<file path="src/rtl/isq_pkg.sv">
package isq_pkg;

    typedef enum logic [4:0] {
        PH_STS, PH_MASK, PH_PIFT, PH_ICCLR, PH_INTDIS, PH_MMUSW, PH_DMADIS,
        PH_CFGRD, PH_ODR, PH_LMP, PH_WIPR, PH_WOPR, PH_FLAG,
        PH_ESUR, PH_OTA, PH_GO, PH_OTB, PH_LD1, PH_LD2, PH_DONE
    } phase_e;

    typedef enum logic [2:0] {
        CT_P  = 3'd0,
        CT_IO = 3'd1,
        CT_M  = 3'd2,
        CT_B1 = 3'd3,
        CT_B2 = 3'd4
    } ctype_e;

    typedef enum logic [1:0] {
        K_OP     = 2'd0,
        K_INT_IO = 2'd1,
        K_EXT_IO = 2'd2,
        K_MEM_RD = 2'd3
    } kind_e;

    localparam logic [15:0] C_MASK   = 16'h2000;
    localparam logic [15:0] C_PIFT   = 16'h2001;
    localparam logic [15:0] C_INTDIS = 16'h2003;
    localparam logic [15:0] C_MMUSW  = 16'h200E;
    localparam logic [15:0] C_DMADIS = 16'h4007;
    localparam logic [15:0] C_CFGRD  = 16'h8400;
    localparam logic [15:0] C_ESUR   = 16'h4004;
    localparam logic [15:0] C_OTA    = 16'h400A;
    localparam logic [15:0] C_GO     = 16'h400B;
    localparam logic [15:0] C_OTB    = 16'h400E;
    localparam logic [7:0]  C_LMP_HI  = 8'h50;
    localparam logic [7:0]  C_WIPR_HI = 8'h51;
    localparam logic [7:0]  C_WOPR_HI = 8'h52;

endpackage

</file>
<file path="src/rtl/isq_route.sv">
module isq_route
    import isq_pkg::*;
(
    input  logic   odr_present,
    input  logic   bpu_present,
    input  logic   mmu_present,
    output phase_e after_cfg,
    output phase_e after_odr,
    output phase_e after_bpu
);
    // Each checkpoint falls through to the next when its unit is absent.
    always_comb begin
        after_bpu = mmu_present ? PH_WIPR : PH_FLAG;
        after_odr = bpu_present ? PH_LMP  : after_bpu;
        after_cfg = odr_present ? PH_ODR  : after_odr;
    end
endmodule

</file>
<file path="src/rtl/isq_step_rom.sv">
module isq_step_rom
    import isq_pkg::*;
(
    input  phase_e      phase,
    input  logic [7:0]  clr_idx,
    input  logic [7:0]  pg_idx,
    input  logic [15:0] ic,
    output logic [15:0] code,
    output logic [15:0] data,
    output kind_e       kind,
    output ctype_e      ctype
);
    always_comb begin
        code  = 16'h0000;
        data  = 16'h0000;
        kind  = K_INT_IO;
        ctype = CT_P;
        case (phase)
            PH_STS, PH_ICCLR, PH_FLAG: begin
                kind  = K_OP;
                ctype = CT_B1;
            end
            PH_MASK:   code = C_MASK;
            PH_PIFT:   code = C_PIFT;
            PH_INTDIS: code = C_INTDIS;
            PH_MMUSW:  code = C_MMUSW;
            PH_DMADIS: code = C_DMADIS;
            PH_CFGRD: begin
                code  = C_CFGRD;
                ctype = CT_B2;
            end
            PH_ODR: begin
                kind  = K_EXT_IO;
                ctype = CT_IO;
            end
            PH_LMP: begin
                code  = {C_LMP_HI, clr_idx};
                ctype = CT_IO;
            end
            PH_WIPR: begin
                code  = {C_WIPR_HI, pg_idx};
                data  = {8'h00, pg_idx};
                ctype = CT_IO;
            end
            PH_WOPR: begin
                code  = {C_WOPR_HI, pg_idx};
                data  = {8'h00, pg_idx};
                ctype = CT_IO;
            end
            PH_ESUR: code = C_ESUR;
            PH_OTA:  code = C_OTA;
            PH_GO:   code = C_GO;
            PH_OTB:  code = C_OTB;
            PH_LD1, PH_LD2: begin
                kind  = K_MEM_RD;
                ctype = CT_M;
                data  = ic;
            end
            default: begin
                kind  = K_OP;
                ctype = CT_P;
            end
        endcase
    end
endmodule

</file>
<file path="src/rtl/isq_init_seq.sv">
module isq_init_seq
    import isq_pkg::*;
#(
    parameter int CLR_DEPTH = 128,
    parameter int PG_DEPTH  = 256
) (
    input  logic        clk,
    input  logic        rst_n,
    input  logic        odr_present,
    input  logic        bpu_present,
    input  logic        mmu_present,
    input  logic        step_ack,
    output logic        cmd_valid,
    output logic [15:0] cmd_code,
    output logic [15:0] cmd_data,
    output logic [1:0]  cmd_kind,
    output logic [2:0]  cyc_type,
    output logic        mmu_flag,
    output logic        done
);
    localparam int CLR_W = $clog2(CLR_DEPTH);
    localparam int PG_W  = $clog2(PG_DEPTH);
    localparam logic [CLR_W-1:0] CLR_LAST = CLR_W'(CLR_DEPTH - 1);
    localparam logic [PG_W-1:0]  PG_LAST  = PG_W'(PG_DEPTH - 1);

    typedef struct packed {
        phase_e           ph;
        logic [CLR_W-1:0] clr_cnt;
        logic [PG_W-1:0]  pg_cnt;
        logic [15:0]      ic;
        logic             mmu_seen;
        logic             mmu_flag;
    } state_t;

    // The instruction counter powers up all ones so its clear step matters.
    localparam state_t ST_RST = '{ph: PH_STS, clr_cnt: '0, pg_cnt: '0,
                                  ic: 16'hFFFF, mmu_seen: 1'b0, mmu_flag: 1'b0};

    state_t st_q, st_d;
    phase_e after_cfg, after_odr, after_bpu;
    kind_e  kind;
    ctype_e ctype;

    isq_route u_route (
        .odr_present (odr_present),
        .bpu_present (bpu_present),
        .mmu_present (mmu_present),
        .after_cfg   (after_cfg),
        .after_odr   (after_odr),
        .after_bpu   (after_bpu)
    );

    isq_step_rom u_rom (
        .phase   (st_q.ph),
        .clr_idx (8'(st_q.clr_cnt)),
        .pg_idx  (8'(st_q.pg_cnt)),
        .ic      (st_q.ic),
        .code    (cmd_code),
        .data    (cmd_data),
        .kind    (kind),
        .ctype   (ctype)
    );

    always_comb begin
        st_d = st_q;
        if (st_q.ph != PH_DONE && step_ack) begin
            case (st_q.ph)
                PH_ICCLR: begin
                    st_d.ic = 16'h0000;
                    st_d.ph = PH_INTDIS;
                end
                PH_CFGRD: st_d.ph = after_cfg;
                PH_ODR:   st_d.ph = after_odr;
                PH_LMP: begin
                    if (st_q.clr_cnt == CLR_LAST) begin
                        st_d.clr_cnt = '0;
                        st_d.ph      = after_bpu;
                    end else begin
                        st_d.clr_cnt = st_q.clr_cnt + 1'b1;
                    end
                end
                PH_WIPR: st_d.ph = PH_WOPR;
                PH_WOPR: begin
                    if (st_q.pg_cnt == PG_LAST) begin
                        st_d.pg_cnt   = '0;
                        st_d.mmu_seen = 1'b1;
                        st_d.ph       = PH_FLAG;
                    end else begin
                        st_d.pg_cnt = st_q.pg_cnt + 1'b1;
                        st_d.ph     = PH_WIPR;
                    end
                end
                PH_FLAG: begin
                    st_d.mmu_flag = st_q.mmu_seen;
                    st_d.ph       = PH_ESUR;
                end
                PH_LD1: begin
                    st_d.ic = st_q.ic + 16'd1;
                    st_d.ph = PH_LD2;
                end
                PH_LD2: begin
                    st_d.ic = st_q.ic + 16'd1;
                    st_d.ph = PH_DONE;
                end
                default: st_d.ph = phase_e'(st_q.ph + 5'd1);
            endcase
        end
    end

    always_ff @(posedge clk or negedge rst_n) begin
        if (!rst_n) st_q <= ST_RST;
        else        st_q <= st_d;
    end

    assign cmd_valid = (st_q.ph != PH_DONE);
    assign done      = (st_q.ph == PH_DONE);
    assign mmu_flag  = st_q.mmu_flag;
    assign cmd_kind  = kind;
    assign cyc_type  = ctype;

endmodule

</file>
<file path="config.mk">
export PLATFORM = sky130hd
export DESIGN_NAME = isq_init_seq
export DESIGN_NICKNAME = d
export VERILOG_FILES = /design/src/rtl/isq_pkg.sv /design/src/rtl/isq_route.sv /design/src/rtl/isq_step_rom.sv /design/src/rtl/isq_init_seq.sv
export SDC_FILE = /design/constraint.sdc
export NUM_CORES = 1
export LEC_CHECK = 0
export BUFFER_PORTS_ARGS = -buffer_cell sky130_fd_sc_hd__buf_4
export CAP_MARGIN = 15
export CORE_MARGIN = 2
export CORE_UTILIZATION = 60
export CTS_CLUSTER_SIZE = 28
export DETAILED_ROUTE_END_ITERATION = 7
export GPL_TIMING_DRIVEN = 0
export PLACE_DENSITY_LB_ADDON = 0.12
export RECOVER_POWER = 50
export SYNTH_ARGS = -nofsm -noshare
export SYNTH_HDL_FRONTEND = slang
export SYNTH_SLANG_ARGS = --single-unit
</file>
<file path="constraint.sdc">
create_clock -name clk -period 3.3 [get_ports clk]
set_input_delay 0.165 -clock clk [delete_from_list [all_inputs] [get_ports clk]]
set_output_delay 0.165 -clock clk [all_outputs]
set_load 0.01 [all_outputs]
</file>
# Yosys cells after proc, flatten, opt, wreduce, memory -nomap -nowiden
# Index checks and enable logic that the tools add are counted.
[op_classes]
bitwise = 0
n_eq_ne = 23
multipliers = 0
order_cmp = 0
div = 0
n_mux = 13
n_shift = 0
addsub = 4
reduce_logical = 14
[op_table]
columns = ["cell", "count"]
rows = [
  ["16-bit case mux with 13 select lines", 1],
  ["16-bit case mux with 2 select lines", 2],
  ["5-bit case mux with 9 select lines", 1],
  ["5-bit by 4-bit equality test with 1-bit output, second input constant", 8],
  ["5-bit by 3-bit equality test with 1-bit output, second input constant", 4],
  ["5-bit equality test, second input constant", 4],
  ["16-bit by 1-bit adder with 16-bit output, second input constant", 1],
  ["5-bit 2-to-1 mux", 3],
  ["13-bit OR reduction", 1],
  ["3-bit case mux with 4 select lines", 1],
  ["5-bit by 2-bit equality test with 1-bit output, second input constant", 2],
  ["2-bit AND reduction", 5],
  ["8-bit by 1-bit adder with 8-bit output, second input constant", 1],
  ["8-bit equality test, second input constant", 1],
  ["8-bit 2-to-1 mux", 1],
  ["7-bit by 1-bit adder with 7-bit output, second input constant", 1],
  ["7-bit equality test, second input constant", 1],
  ["7-bit 2-to-1 mux", 1],
  ["3-bit 2-to-1 mux", 2],
  ["2-bit case mux with 3 select lines", 1],
  ["5-bit by 1-bit adder with 5-bit output, second input constant", 1],
  ["5-bit by 1-bit equality test with 1-bit output, second input constant", 1],
  ["5-bit logical NOT", 1],
  ["5-bit inequality test, second input constant", 1],
  ["other kinds (7)", 8],
]
[word_totals]
elab_cells = 60
mem_count = 0
latchBits = 0
mem_bits_rw = 0
reg_bits = 38
output_inout_bits = 40
rom_bits = 0
inputBits = 6

# Depth between registers and ports, before layout
# Gate-level depths: netlist of run 1.
[depth]
word_depth = 4
depth_mapped = 8
ltp_nobuf = 7

# Modules after synthesis
# Synthesis of run 1 repeated with hierarchy kept, for this count alone.
[unflattened]
cells_unflattened = 366
area_unflattened_um2 = 3143.0
[by_module_without_submodules]
columns = ["module", "seq_area_each_um2", "area_each_um2", "cells_per_inst", "n_inst"]
rows = [
  ["isq_init_seq", 970.9, 2318.5, 246, 1],
  ["isq_step_rom", 0.0, 709.4, 103, 1],
  ["isq_route", 0.0, 115.1, 17, 1],
]

# Least setup slack after synthesis of run 1
# OpenSTA, ideal clock, no wires.
[synth_timing]
path_kind = "register -> output"
from = "reg st_q[33] (netlist name)"
to = "out cmd_code[3]"
required_ns = 3.135
n_path_buf = 2
setup_slack_ns = 1.244
path_stages_with_launch = 9
arrival_ns = 1.891
path_cell_list = "dfrtp_1 -> inv_1 -> ha_1 -> clkbuf_1 -> nor2_1 -> nor3_1 -> clkbuf_1 -> nand2_1 -> o311ai_0"
[synth_between]
elab_chain_len = 2
word_cells_on_any_way = 14
cone_classes = "eq/ne (13); mux (1)"
[synth_lines]
columns = ["element", "line_no", "source"]
rows = [
  ["start: declaration", "isq_init_seq.sv:39", "state_t st_q, st_d;"],
  ["start signal: assignment", "isq_init_seq.sv:112", "else st_q <= st_d;"],
  ["5-bit equality test (tied with other cells)", "isq_step_rom.sv:18", "case (phase)"],
  ["16-bit case mux with 13 select lines *", "isq_step_rom.sv:18", ""],
  ["end: declaration", "isq_init_seq.sv:14", "output logic [15:0] cmd_code,"],
]
# Mark *: on every way between the ends. The rest lies on a longest branch, timed or not.

# Final worst setup path of run 1
# Same ends and word-level chain as after synthesis.

==> impl_metrics.ini, run 1 <==
[synthesis]
synth-edff-count = 0
ys_ff_latch = 38
syn_area_per_cell_sq_um = 8.48
synthCells = 330
ys_types = 59
syn_nets = 344
syn_area_sq_um = 2800
synth-main-ff-cell = dfrtp_1
netlist.area_leader.share_pct = 19.7
synthArstFlopShare_pct = 100
ys_seq_area_share_pct = 34.7
synth.area.top_cells = dfrtp_1 20%, dfstp_2 15%, xnor2_1 5.3%, nor2_1 5.2%, nand2_1 3.6%
synth_top_cell_by_area = dfrtp_1
yosysWarnings = 0

[grt]
grt-ovfl-total = 0
met3_usage_pct = 6.25
grt_busiest_layer = met2
grt_antenna_before_repair = 0
grt_pass1_vias = 2518
globalRouteMet2Util_pct = 47.0
use_met1_pct = 46.8
grt_first_pass_wirelength_um = 12500
track_usage_pct = 31.0
grt_max_degree = 39

[sta]
tightestPinTransition_ns = 2.12
fin_tns_setup_ns = 0
hold_viol_final = 0
fin_crit_sh_pct = 91.0
fmax_mhz = 333
slew_viol_final = 39
fin_crit_ns = 3.00
slew_headroom_pct = -41.2
rsz0062_at_grt = no
setup_viol = 0
whs_ns = 0.262
clock_skew_ns = 0.00782

[clock_tree]
ctsRootBufferMaster = clkbuf_8
clock_latency_ns = 0.29
path_clk_slew_ns = 0.08
htreeDepth = 2
clkSinkCount = 38
clockBufferDepth = 2
cts-buffers-inserted = 5
tritoncts = yes

[detailed_routing]
drt_first_pass_iters = 5
drc = 0
final_antenna_net_count = 0
drt_iter0_drc = 356
num_vias = 2738
via_per_inst = 6.29
wire_per_inst_um = 17.8
totalWireLength_um = 7750

[finish]
areaGrowthSynthToFinish_pct = 17.7
n_fill_cell = 348
fin_cells = 435
diodes = 0
stdcell_area_sq_um = 3290
drive_gt1_share_pct = 23.0
final_cell_mix = 40 x buf_4, 39 x nor2_1, 27 x nand2_1
final_nets = 396
final_common_cell = buf_4

[power]
p_total_mw = 2.93
leakagePower_nw = 1.44
ir_drop_mv = 0.590
p_per_area_nw_per_um2 = 889

[status]
violations = capacitance limit, slew limit
status = finished, violations left

[place]
hpwl_um = 5760
io_buffers = 44
routabilityCongestion = 0.952
placed_cells = 426
place_area_sq_um = 3190

[critical_path]
critical_path_class = reg -> out
required_ns = 3.13
path_max_fanout = 10
r2r_slack_ns = 0.80
arrival_ns = 2.84
critPathLaunchType = register
crit_path_end_kind = primary output

[die]
rows = 24
die_h_um = 72.3
start_util_pct = 63.4
dieArea_sq_um = 5230
io_pins = 46
die_w_um = 72.3
core_area_sq_um = 4410

[hold_path]
min_path_type = in -> reg

[run]
cap_violations = 1
-- logic make-up after synthesis --
kind of cell / Yosys count / synth area share, %
AOI/OAI and AO/OA: 71 / 17.3
xor gates and xnor gates: 21 / 6.57
adders and majority gates: 8 / 3.58
buffers and inverters: 34 / 5.46
DFF: 38 / 34.7
muxes: 8 / 3.13
other: 1 / 0.134
and+or+nand+nor: 149 / 29.2
-- cells in the mapped netlist, types with 7 or more instances --
library cell,n
ha_1,8
inv_1,16
o21ai_0,20
nand2b_1,7
dfstp_2,16
nor3_2,8
nor2_1,39
nand2_1,27
a21oi_1,12
a22o_1,7
and2_1,9
xnor2_1,17
nand3_1,18
dfrtp_1,22
clkbuf_1,12
nor3_1,7
-- worst max-delay path: stages (launching register included) --
cell and delay, ns:
dfrtp_1 0.43, inv_1 0.10, ha_1 0.19, clkbuf_1 0.38, nor2_1 0.19, nor3_2 0.34, clkbuf_1 0.45, nand2_1 0.14
o311ai_0 0.13, buf_4 0.19
-- metal layers --
layer	up-vias	share of wire, %
met4	0	0.84
met3	11	9.4
met2	148	45
met1	1305	45
li1	1274	-
met5	-	0
-- flip-flops by register name, summed over array words and instances (netlist names) --
register	flops
st_q	37
mmu_flag	1
-- per-stage QoR --
stage / setup WS, ns / utilization, %
after floorplan: 1.24 / -
after global placement: 0.444 / 72.3
after detailed placement: 0.431 / 72.3
after CTS: 0.121 / 75.1
after global routing: 0.0637 / 74.6
final: 0.296 / 74.6
-- power by group --
group / internal [mW] / switching, mW / leakage, nW
registers: 0.662 / 0.188 / 0.453
logic: 0.694 / 1.01 / 0.928
clock network: 0.216 / 0.164 / 0.0566
-- final cells by class --
type                            count  area (sq um)  share of cell area [%]
Tap cell                           52          65.1                    1.98
Sequential cell                    38           971                    29.5
Inverter                           16          60.1                    1.82
Multi-Input combinational cell    258          1680                    50.9
Timing Repair Buffer               45           318                    9.65
Buffer                             18          91.3                    2.77
Clock buffer                        8           111                    3.38
-- worst paths after layout --
kind                          endpoint  cells past startpoint  startpoint
setup / recovery           cmd_code[3]                      9    st_q[33]
hold / removal                st_q[19]                      3    step_ack
setup reg to reg              st_q[37]                      6    st_q[34]
hold reg to reg                st_q[1]                      1     st_q[1]
max in group asynchronous      st_q[1]                      2       rst_n
min in group asynchronous     st_q[20]                      2       rst_n
-- timing repair --
action	4_1_cts	5_1_grt
setup endpoints to repair	0	8
hold endpoints to repair	22	0
hold buffers	1	0
setup buffers	0	0
resized for setup	0	1
No activity file was read; power rests on OpenSTA's default activity.
==> run 2, diff against run 1 <==
- CTS_BUF_LIST: unset -> sky130_fd_sc_hd__clkbuf_2
- HOLD_SLACK_MARGIN: unset -> 0.06
==> impl_metrics.ini, run 2 (same netlist as run 1, synthesis figures left out) <==
[finish]
final_cell_mix = 41 x buf_4, 39 x nor2_1, 27 x nand2_1
post-route-util_pct = 73.6
drive_gt1_share_pct = 23.5
stdcell_area_sq_um = 3250
n_fill_cell = 353
final_common_cell = buf_4
largest_reg_flops = 37
diodes = 0
areaGrowthSynthToFinish_pct = 16.2
final_nets = 396
top_register = st_q

[power]
ir_drop_mv = 0.492
leakagePower_nw = 1.43
p_per_area_nw_per_um2 = 875

[hold_path]
min_path_type = in -> reg

[critical_path]
required_ns = 3.13
crit_path_end_kind = primary output
critical_path_class = reg -> out
arrival_ns = 2.83
critPathLaunchType = register
path_max_fanout = 10

[die]
rows = 24
start_util_pct = 63.4
die_w_um = 72.3
core_area_sq_um = 4410
die_h_um = 72.3
io_pins = 46
dieArea_sq_um = 5230

[clock_tree]
htreeDepth = 2
postCtsSetupRepairBufs = 0
cts-buffers-inserted = 5
path_clk_slew_ns = 0.20
clock_latency_ns = 0.38
tritoncts = yes
clockBufferDepth = 2
ctsRootBufferMaster = clkbuf_2
clkSinkCount = 38

[sta]
slew_headroom_pct = -39.1
fin_crit_ns = 3.00
slew_viol_final = 39
fmax_mhz = 334
clock_skew_ns = 0.0227
tightestPinTransition_ns = 2.09
setup_viol = 0
whs_ns = 0.154
rsz0062_at_grt = no
fin_crit_sh_pct = 90.8
fin_tns_setup_ns = 0
hold_viol_final = 0

[place]
place_area_sq_um = 3190
io_buffers = 44
hpwl_um = 5760
routabilityCongestion = 0.952

[grt]
grt-ovfl-total = 0
grt_pass1_vias = 2499
track_usage_pct = 30.9
grt_antenna_before_repair = 0
grt_max_degree = 39
grt_first_pass_wirelength_um = 12500

[status]
status = finished, violations left
violations = capacitance limit, slew limit

[detailed_routing]
final_antenna_net_count = 0
drt_first_pass_iters = 7
via_per_inst = 6.42
wire_per_inst_um = 17.9
drc = 0
num_vias = 2793
drt_iter0_drc = 268
totalWireLength_um = 7770

[run]
cap_violations = 1
-- run 2: area by class of cell --
cell class | instances | area [sq um] | share of cell area (%)
clock inverters | 2 | 33.8 | 1.04
inverters | 16 | 60.1 | 1.85
repair buffers | 45 | 322 | 9.89
multi-input cells | 258 | 1680 | 51.6
plain buffers | 18 | 92.6 | 2.85
well taps | 52 | 65.1 | 2.00
flip-flops and latches | 38 | 971 | 29.9
clock buffers | 6 | 30.0 | 0.924
-- run 2: report_power, final --
group	internal (mW)	switching, mW
Sequential	0.660	0.186
Clock	0.129	0.154
Combinational	0.703	1.01
Total	1.49	1.35
-- run 2: critical path, stage by stage, from the launching register on --
cell and delay [ns]:
dfrtp_1 0.47, inv_1 0.10, ha_1 0.19, clkbuf_1 0.41, nor2_1 0.20, nor3_2 0.34, clkbuf_2 0.33, nand2_1 0.11
o311ai_0 0.12, buf_4 0.19
-- run 2: per-layer routing --
metal	up-vias	wire, um	track usage, %
met5	-	0	0
met4	0	110	5.66
met1	1335	3370	47.1
met3	21	761	5.14
li1	1273	-	-
met2	164	3520	47.1
-- run 2: timing repair --
item / 4_1_cts / 5_1_grt
cloned: 0 / 0
gates resized for setup: 1 / 2
hold endpoints to repair: 38 / 0
hold buffers: 1 / 0
setup endpoints to repair: 1 / 4
-- run 2: final timing paths --
| path | from | to | slack, ns | depth (start not counted) |
|---|---|---|---|---|
| min in group asynchronous | rst_n | st_q[19] | 0.90 | 2 |
| worst max register to register | st_q[34] | st_q[37] | 0.79 | 6 |
| worst min-delay path | step_ack | st_q[19] | 0.15 | 3 |
| worst min register to register | st_q[1] | st_q[1] | 0.48 | 1 |
| max in group asynchronous | rst_n | st_q[36] | 1.21 | 2 |
| worst max-delay path | st_q[33] | cmd_code[3] | 0.30 | 9 |
-- run 2: per-stage QoR --
step | power [mW] | worst slack, ns | cells
5_1_grt | 3.03 | 0.136 | 435
3_5_place_dp | 2.51 | 0.431 | 426
2_1_floorplan | 1.92 | 1.24 | 330
3_3_place_gp | 2.47 | 0.444 | 426
4_1_cts | 2.81 | 0.174 | 435
6_report | 2.84 | 0.303 | 435
